## config.mk

```make
export PLATFORM = sky130hd
export DESIGN_NAME = pbl_seq_top
export DESIGN_NICKNAME = d
export VERILOG_FILES = /design/src/rtl/pbl_pkg.sv /design/src/rtl/pbl_desc_check.sv /design/src/rtl/pbl_seq_ctrl.sv /design/src/rtl/pbl_addr_gen.sv /design/src/rtl/pbl_seq_top.sv
export SDC_FILE = /design/constraint.sdc
export NUM_CORES = 1
export LEC_CHECK = 0
export BUFFER_PORTS_ARGS = -buffer_cell sky130_fd_sc_hd__buf_2
export CORE_MARGIN = 2
export CORE_UTILIZATION = 40
export CTS_BUF_LIST = sky130_fd_sc_hd__clkbuf_16
export CTS_CLUSTER_DIAMETER = 120
export DETAILED_ROUTE_END_ITERATION = 6
export PLACE_DENSITY = 0.75
export SLEW_MARGIN = 15
export SYNTH_ARGS = -nofsm -noshare
export SYNTH_HDL_FRONTEND = slang
export SYNTH_SLANG_ARGS = --single-unit
```

## constraint.sdc

```tcl
create_clock -name clk -period 3.8 [get_ports clk]
set_input_delay 0.19 -clock clk [delete_from_list [all_inputs] [get_ports clk]]
set_output_delay 0.19 -clock clk [all_outputs]
set_load 0.05 [all_outputs]
```

## src/rtl/pbl_pkg.sv

```systemverilog
package pbl_pkg;
  typedef enum logic [1:0] {
    ST_IDLE = 2'd0,
    ST_RUN  = 2'd1,
    ST_DONE = 2'd2,
    ST_ERR  = 2'd3
  } seq_state_e;
endpackage

```

## src/rtl/pbl_desc_check.sv

```systemverilog
module pbl_desc_check #(
  parameter int Q_LOG = 2,
  parameter int RW    = 3
) (
  input  logic [RW-1:0]    cfg_r,
  input  logic [Q_LOG-1:0] cfg_low,
  output logic             desc_ok
);
  // Legal: r within group bits, and shared bits confined to the low q-r positions
  always_comb begin
    desc_ok = 1'b0;
    if (int'(cfg_r) <= Q_LOG)
      desc_ok = ((cfg_low >> (Q_LOG - int'(cfg_r))) == '0);
  end
endmodule

```

## src/rtl/pbl_seq_ctrl.sv

```systemverilog
module pbl_seq_ctrl
  import pbl_pkg::*;
#(
  parameter int Q_LOG = 2,
  parameter int RW    = 3,
  parameter int SW    = 4
) (
  input  logic             clk,
  input  logic             rst_n,
  input  logic             start,
  input  logic             desc_ok,
  input  logic [RW-1:0]    cfg_r,
  input  logic [Q_LOG-1:0] cfg_low,
  input  logic             cfg_half,
  input  logic             step_ack,
  output logic             step_valid,
  output logic [SW-1:0]    step_idx,
  output logic [RW-1:0]    lat_r,
  output logic [Q_LOG-1:0] lat_low,
  output logic             lat_half,
  output logic             busy,
  output logic             done,
  output logic             err
);
  seq_state_e       state_q;
  logic [SW-1:0]    idx_q;
  logic [SW-1:0]    last_idx;

  assign last_idx = ((SW'(1) << lat_r) << lat_half) - SW'(1);

  always_ff @(posedge clk) begin
    if (!rst_n) begin
      state_q  <= ST_IDLE;
      idx_q    <= '0;
      lat_r    <= '0;
      lat_low  <= '0;
      lat_half <= 1'b0;
    end else if (state_q != ST_RUN) begin
      if (start) begin
        if (desc_ok) begin
          state_q  <= ST_RUN;
          idx_q    <= '0;
          lat_r    <= cfg_r;
          lat_low  <= cfg_low;
          lat_half <= cfg_half;
        end else begin
          state_q  <= ST_ERR;
        end
      end
    end else if (step_ack) begin
      if (idx_q == last_idx) state_q <= ST_DONE;
      else                   idx_q   <= idx_q + SW'(1);
    end
  end

  assign step_valid = (state_q == ST_RUN);
  assign busy       = (state_q == ST_RUN);
  assign done       = (state_q == ST_DONE);
  assign err        = (state_q == ST_ERR);
  assign step_idx   = idx_q;

  // accepted legal start offers step 0 next cycle
  p_start_r2: assert property (@(posedge clk) disable iff (!rst_n)
    start && !step_valid && desc_ok |=> step_valid && (step_idx == '0));
  // back-pressure holds the step
  p_hold_r4: assert property (@(posedge clk) disable iff (!rst_n)
    step_valid && !step_ack |=> step_valid && $stable(step_idx) && $stable(lat_low));
  // error state offers nothing
  p_err_r3: assert property (@(posedge clk) disable iff (!rst_n)
    err |-> !step_valid && !done);
  // done persists until a new start
  p_done_r9: assert property (@(posedge clk) disable iff (!rst_n)
    done && !start |=> done && !step_valid);
endmodule

```

## src/rtl/pbl_addr_gen.sv

```systemverilog
module pbl_addr_gen #(
  parameter int N_LOG = 5,
  parameter int Q_LOG = 2,
  parameter int RW    = 3,
  parameter int SW    = 4
) (
  input  logic               clk,
  input  logic               rst_n,
  input  logic               step_valid,
  input  logic [SW-1:0]      step_idx,
  input  logic [RW-1:0]      lat_r,
  input  logic [Q_LOG-1:0]   lat_low,
  input  logic               lat_half,
  output logic [(1<<(N_LOG-Q_LOG))-1:0]         unit_en,
  output logic [(1<<(N_LOG-Q_LOG))*N_LOG-1:0]   unit_addr,
  output logic [N_LOG-1:0]   log_base
);
  localparam int UW = N_LOG - Q_LOG;
  localparam int U  = 1 << UW;
  localparam int UH = U / 2;

  logic             upper;     // second half of a half-mode load
  logic [SW-1:0]    grp_step;  // step within the controller sweep
  logic [RW-1:0]    stride_sh;
  logic [Q_LOG-1:0] grp_off;   // controller-group position inside each unit's span
  logic [UW-1:0]    unit_bias;

  always_comb begin
    upper     = lat_half && ((step_idx >> lat_r) != '0);
    grp_step  = step_idx & ((SW'(1) << lat_r) - SW'(1));
    stride_sh = RW'(Q_LOG) - lat_r;
    grp_off   = lat_low + Q_LOG'(grp_step << stride_sh);
    unit_bias = upper ? UW'(UH) : '0;
    log_base  = (N_LOG'(unit_bias) << lat_r) + N_LOG'(grp_step);
  end

  for (genvar i = 0; i < U; i++) begin : g_unit
    localparam bit IN_LOW = (i < UH);
    logic [UW-1:0] unit_log;
    assign unit_log = UW'(i) + unit_bias;
    assign unit_addr[i*N_LOG +: N_LOG] = {unit_log, grp_off};
    assign unit_en[i] = step_valid && (IN_LOW || !lat_half);
  end

  // unit 0 always serves an offered step
  p_en_lo_r7: assert property (@(posedge clk) disable iff (!rst_n)
    step_valid |-> unit_en[0]);
  // nothing enabled when no step is offered
  p_idle_en_r7: assert property (@(posedge clk) disable iff (!rst_n)
    !step_valid |-> (unit_en == '0));
  // first step always starts at logical module 0
  p_lb_r8: assert property (@(posedge clk) disable iff (!rst_n)
    step_valid && (step_idx == '0) |-> (log_base == '0));
endmodule

```

## src/rtl/pbl_seq_top.sv

```systemverilog
module pbl_seq_top #(
  parameter int N_LOG = 5,
  parameter int Q_LOG = 2,
  localparam int U    = 1 << (N_LOG - Q_LOG),
  localparam int RW   = $clog2(Q_LOG + 1) + 1,
  localparam int SW   = Q_LOG + 2
) (
  input  logic               clk,
  input  logic               rst_n,
  input  logic               start,
  input  logic [RW-1:0]      cfg_r,
  input  logic [Q_LOG-1:0]   cfg_low,
  input  logic               cfg_half,
  output logic               step_valid,
  input  logic               step_ack,
  output logic [SW-1:0]      step_idx,
  output logic [U-1:0]       unit_en,
  output logic [U*N_LOG-1:0] unit_addr,
  output logic [N_LOG-1:0]   log_base,
  output logic               busy,
  output logic               done,
  output logic               err
);
  logic             desc_ok;
  logic [RW-1:0]    lat_r;
  logic [Q_LOG-1:0] lat_low;
  logic             lat_half;

  pbl_desc_check #(.Q_LOG(Q_LOG), .RW(RW)) u_chk (
    .cfg_r(cfg_r), .cfg_low(cfg_low), .desc_ok(desc_ok)
  );

  pbl_seq_ctrl #(.Q_LOG(Q_LOG), .RW(RW), .SW(SW)) u_ctrl (
    .clk(clk), .rst_n(rst_n), .start(start), .desc_ok(desc_ok),
    .cfg_r(cfg_r), .cfg_low(cfg_low), .cfg_half(cfg_half),
    .step_ack(step_ack), .step_valid(step_valid), .step_idx(step_idx),
    .lat_r(lat_r), .lat_low(lat_low), .lat_half(lat_half),
    .busy(busy), .done(done), .err(err)
  );

  pbl_addr_gen #(.N_LOG(N_LOG), .Q_LOG(Q_LOG), .RW(RW), .SW(SW)) u_addr (
    .clk(clk), .rst_n(rst_n), .step_valid(step_valid), .step_idx(step_idx),
    .lat_r(lat_r), .lat_low(lat_low), .lat_half(lat_half),
    .unit_en(unit_en), .unit_addr(unit_addr), .log_base(log_base)
  );
endmodule

```

==> impl_metrics.prom <==
# TYPE chip_impl_metric gauge
chip_impl_info{name="status",value="completed"} 1
chip_impl_metric{name="internal_power_component",unit="mW"} 0.3296
chip_impl_metric{name="worst-path-max-fanout",unit=""} 9
chip_impl_metric{name="power.density",unit="nW/um^2"} 354.5
chip_impl_metric{name="ctsResizeCount",unit=""} 0
chip_impl_metric{name="vias",unit=""} 1192
chip_impl_metric{name="placed_cells",unit=""} 257
chip_impl_metric{name="row_count",unit=""} 22
chip_impl_metric{name="num-fill-cells",unit=""} 383
chip_impl_metric{name="yosys_reg_bits",unit=""} 12
chip_impl_metric{name="post_cts.repair.setup_buffers",unit=""} 0
chip_impl_info{name="cts_tree",value="built"} 1
chip_impl_metric{name="floorplan.die.height",unit="um"} 65.90
chip_impl_metric{name="clockPowerShare",unit="%"} 33.7
chip_impl_info{name="synth_flop_cell",value="dfxtp_1"} 1
chip_impl_metric{name="maxCapViolCount",unit=""} 0
chip_impl_metric{name="combPwrFrac",unit="%"} 41.3
chip_impl_info{name="synth_area_leader_cell",value="buf_4"} 1
chip_impl_metric{name="leakagePower",unit="nW"} 0.8135
chip_impl_metric{name="finalWeightedCongestion",unit=""} 0.8139
chip_impl_metric{name="via_per_inst",unit=""} 4.567
chip_impl_metric{name="postCtsHoldBufs",unit=""} 0
chip_impl_info{name="hp-class",value="in -> reg"} 1
chip_impl_metric{name="first_global_vias",unit=""} 988
chip_impl_metric{name="detailedPlacementHpwl",unit="um"} 2208
chip_impl_metric{name="grt_start_max_net_pins",unit=""} 14
chip_impl_metric{name="r2r_slack",unit="ns"} 1.11
chip_impl_info{name="rsz0062_at_grt",value="no"} 1
chip_impl_metric{name="io-pin-count",unit=""} 71
chip_impl_metric{name="totalWireLength",unit="um"} 2774
chip_impl_metric{name="nNetsFinal",unit=""} 236
chip_impl_metric{name="area_growth_synth_to_finish",unit="%"} 5.878
chip_impl_metric{name="synthCells",unit=""} 191
chip_impl_metric{name="remaining_drc_errors",unit=""} 0
chip_impl_metric{name="hold-worst-slack",unit="ns"} 0.2080
chip_impl_metric{name="slew_violations",unit=""} 0
chip_impl_metric{name="die_area",unit="um^2"} 4343
chip_impl_info{name="timing.critical_path.from_type",value="flip-flop"} 1
chip_impl_metric{name="p_switching",unit="mW"} 0.2456
chip_impl_metric{name="synth_largest_type_area_fraction",unit="%"} 22.53
chip_impl_metric{name="drt-wirelength-per-cell",unit="um"} 10.63
chip_impl_metric{name="fin_crit_share",unit="%"} 75.34
chip_impl_info{name="synth.top_cells.by_area",value="buf_4 23%, dfxtp_1 16%, ha_1 9.0%"} 1
chip_impl_metric{name="worst_ep_required_time",unit="ns"} 3.61
chip_impl_info{name="clk_root_buffer_cell",value="clkbuf_16"} 1
chip_impl_metric{name="yosys_warnings",unit=""} 0
chip_impl_metric{name="antenna_found_initial",unit=""} 0
chip_impl_metric{name="synth-seq-area-share",unit="%"} 15.67
chip_impl_metric{name="synth.avg_cell_area",unit="um^2"} 8.025
chip_impl_metric{name="share_of_final_layout_standard_cells_stronger_than_drive_strength_1",unit="%"} 33.33
chip_impl_metric{name="post_synth_instance_area",unit="um^2"} 1533
chip_impl_metric{name="final-instance-count-excl-fill",unit=""} 261
chip_impl_metric{name="arrival",unit="ns"} 2.67
chip_impl_metric{name="drt_iter0_drc",unit=""} 31
chip_impl_metric{name="seq_power_share",unit="%"} 25.1
chip_impl_metric{name="cts_buffers",unit=""} 3
chip_impl_metric{name="register_area",unit="um^2"} 240.2
chip_impl_metric{name="postSynth.asyncResetShare",unit="%"} 0
chip_impl_metric{name="power.ir.vdd_worst",unit="uV"} 156.2
chip_impl_metric{name="synthDistinctLibCells",unit=""} 48
chip_impl_metric{name="clock_path_buffers",unit=""} 2
chip_impl_metric{name="detail_route.first_pass.iterations",unit=""} 4
chip_impl_info{name="worstSetupPathType",value="reg -> out"} 1
chip_impl_metric{name="antenna_cells",unit=""} 0
chip_impl_metric{name="core",unit="um^2"} 3661
chip_impl_metric{name="fraction_of_power_spent_switching_nets",unit="%"} 42.70
chip_impl_metric{name="max_clock_freq",unit="MHz"} 349.3
chip_impl_metric{name="finalHoldViolCount",unit=""} 0
chip_impl_metric{name="tns",unit="ns"} 0
chip_impl_metric{name="clkLatencyLatePin",unit="ns"} 0.24
chip_impl_metric{name="clock-sinks",unit=""} 12
chip_impl_metric{name="clock_skew",unit="ns"} 0.005167
chip_impl_metric{name="grt-ovfl-total",unit=""} 0
chip_impl_metric{name="grt_pass1_wl",unit="um"} 4367
chip_impl_metric{name="final-setup-viol-count",unit=""} 0
chip_impl_metric{name="antenna_left",unit=""} 0
chip_impl_metric{name="initial_core_util",unit="%"} 41.87
chip_impl_metric{name="final_period_minus_worst_setup_slack",unit="ns"} 2.863
chip_impl_info{name="endpoint_class_of_the_critical_path",value="primary output"} 1
chip_impl_metric{name="multi_input_combinational_cell_area",unit="um^2"} 909.6
chip_impl_info{name="synth.top_cells.by_count",value="46 x buf_4, 15 x inv_1, 13 x nand2_1"} 1
chip_impl_metric{name="cts_htree_levels",unit=""} 1
chip_impl_metric{name="synth_edf_count",unit=""} 0
chip_impl_metric{name="p_total",unit="mW"} 0.5752
chip_impl_metric{name="clock_pin_slew_on_the_worst_setup_and_hold_paths",unit="ns"} 0.04
chip_impl_metric{name="grt.total_usage",unit="%"} 12.95
chip_impl_metric{name="die-width",unit="um"} 65.90
chip_impl_metric{name="portBuffers",unit=""} 54
chip_impl_info{name="count_leader_synth",value="buf_4"} 1
[flip-flops by register name (all words and copies together) (netlist names)]
name,flops
u_ctrl.state_q,2
u_ctrl.step_idx,4
u_ctrl.lat_low,2
u_ctrl.lat_r,3
u_ctrl.lat_half,1
[path summary, 6_finish.rpt]
kind,depth (start not counted),to,startpoint
max,8,log_base[4],u_ctrl.lat_r[0]
min,3,u_ctrl.lat_half,cfg_half
max reg2reg,8,u_ctrl.step_idx[3],u_ctrl.lat_r[0]
min reg2reg,2,u_ctrl.lat_low[0],u_ctrl.lat_low[0]
[critical path, stage by stage, from the launching register on]
cell	delay [ns]
dfxtp_1	0.47
inv_1	0.17
ha_1	0.33
nor3_1	0.31
xnor2_1	0.16
o21ai_0	0.12
fa_1	0.45
xor2_1	0.14
buf_2	0.27
[metrics by stage]
stage | setup slack (ns) | area (um^2) | util [%]
2_1_floorplan | 0.3300 | 1593 | -
3_3_place_gp | 1.205 | 1544 | 42.17
3_5_place_dp | 1.129 | 1544 | 42.17
4_1_cts | 0.9253 | 1623 | 44.33
5_1_grt | 0.7254 | 1623 | 44.33
6_report | 0.9372 | 1623 | 44.33
[kinds of logic after synthesis]
logic type | share of synthesized area [%]
compound gates | 16.00
xor+xnor | 4.000
fa+ha+maj | 10.29
buf+inv | 28.90
flops | 15.67
mux | 5.388
other cells | 0.4900
simple gates | 19.27
[power groups by stage]
stage | registers, mW | logic (mW) | clock network, mW
after floorplan | 0.145 | 0.237 | 0
after global placement | 0.146 | 0.236 | 0
after detailed placement | 0.146 | 0.237 | 0
after CTS | 0.144 | 0.238 | 0.198
after global routing | 0.146 | 0.253 | 0.203
final | 0.144 | 0.237 | 0.194
[routing by layer]
layer	wire length (um)	global-route usage [%]
met3	155	3.066
met2	1347	20.83
met1	1224	16.12
met5	0	0
met4	46	6.250
[layout by cell type (no fill, tap or decap), types with 2 or more instances in the layout]
master	instances
and2_1	3
nand2b_1	2
mux2i_1	6
xnor2_1	5
mux2_2	2
dfxtp_1	12
nor2b_1	10
o21ai_0	7
nand3_1	5
clkbuf_16	3
and3_1	2
nand2_1	13
nor2_1	6
a21oi_1	6
a211o_1	2
ha_1	11
nor3_1	2
a21o_1	2
conb_1	16
buf_2	54
inv_1	15
[layout make-up]
type	count	area share, %
clock inverter	1	0.2313
inverter	15	3.470
tap	48	3.701
timing repair buffer	55	17.12
clock buffer	3	4.626
sequential	12	14.80
multi-input combinational	127	56.05
Note: power is estimated with default switching activity, not from simulation.
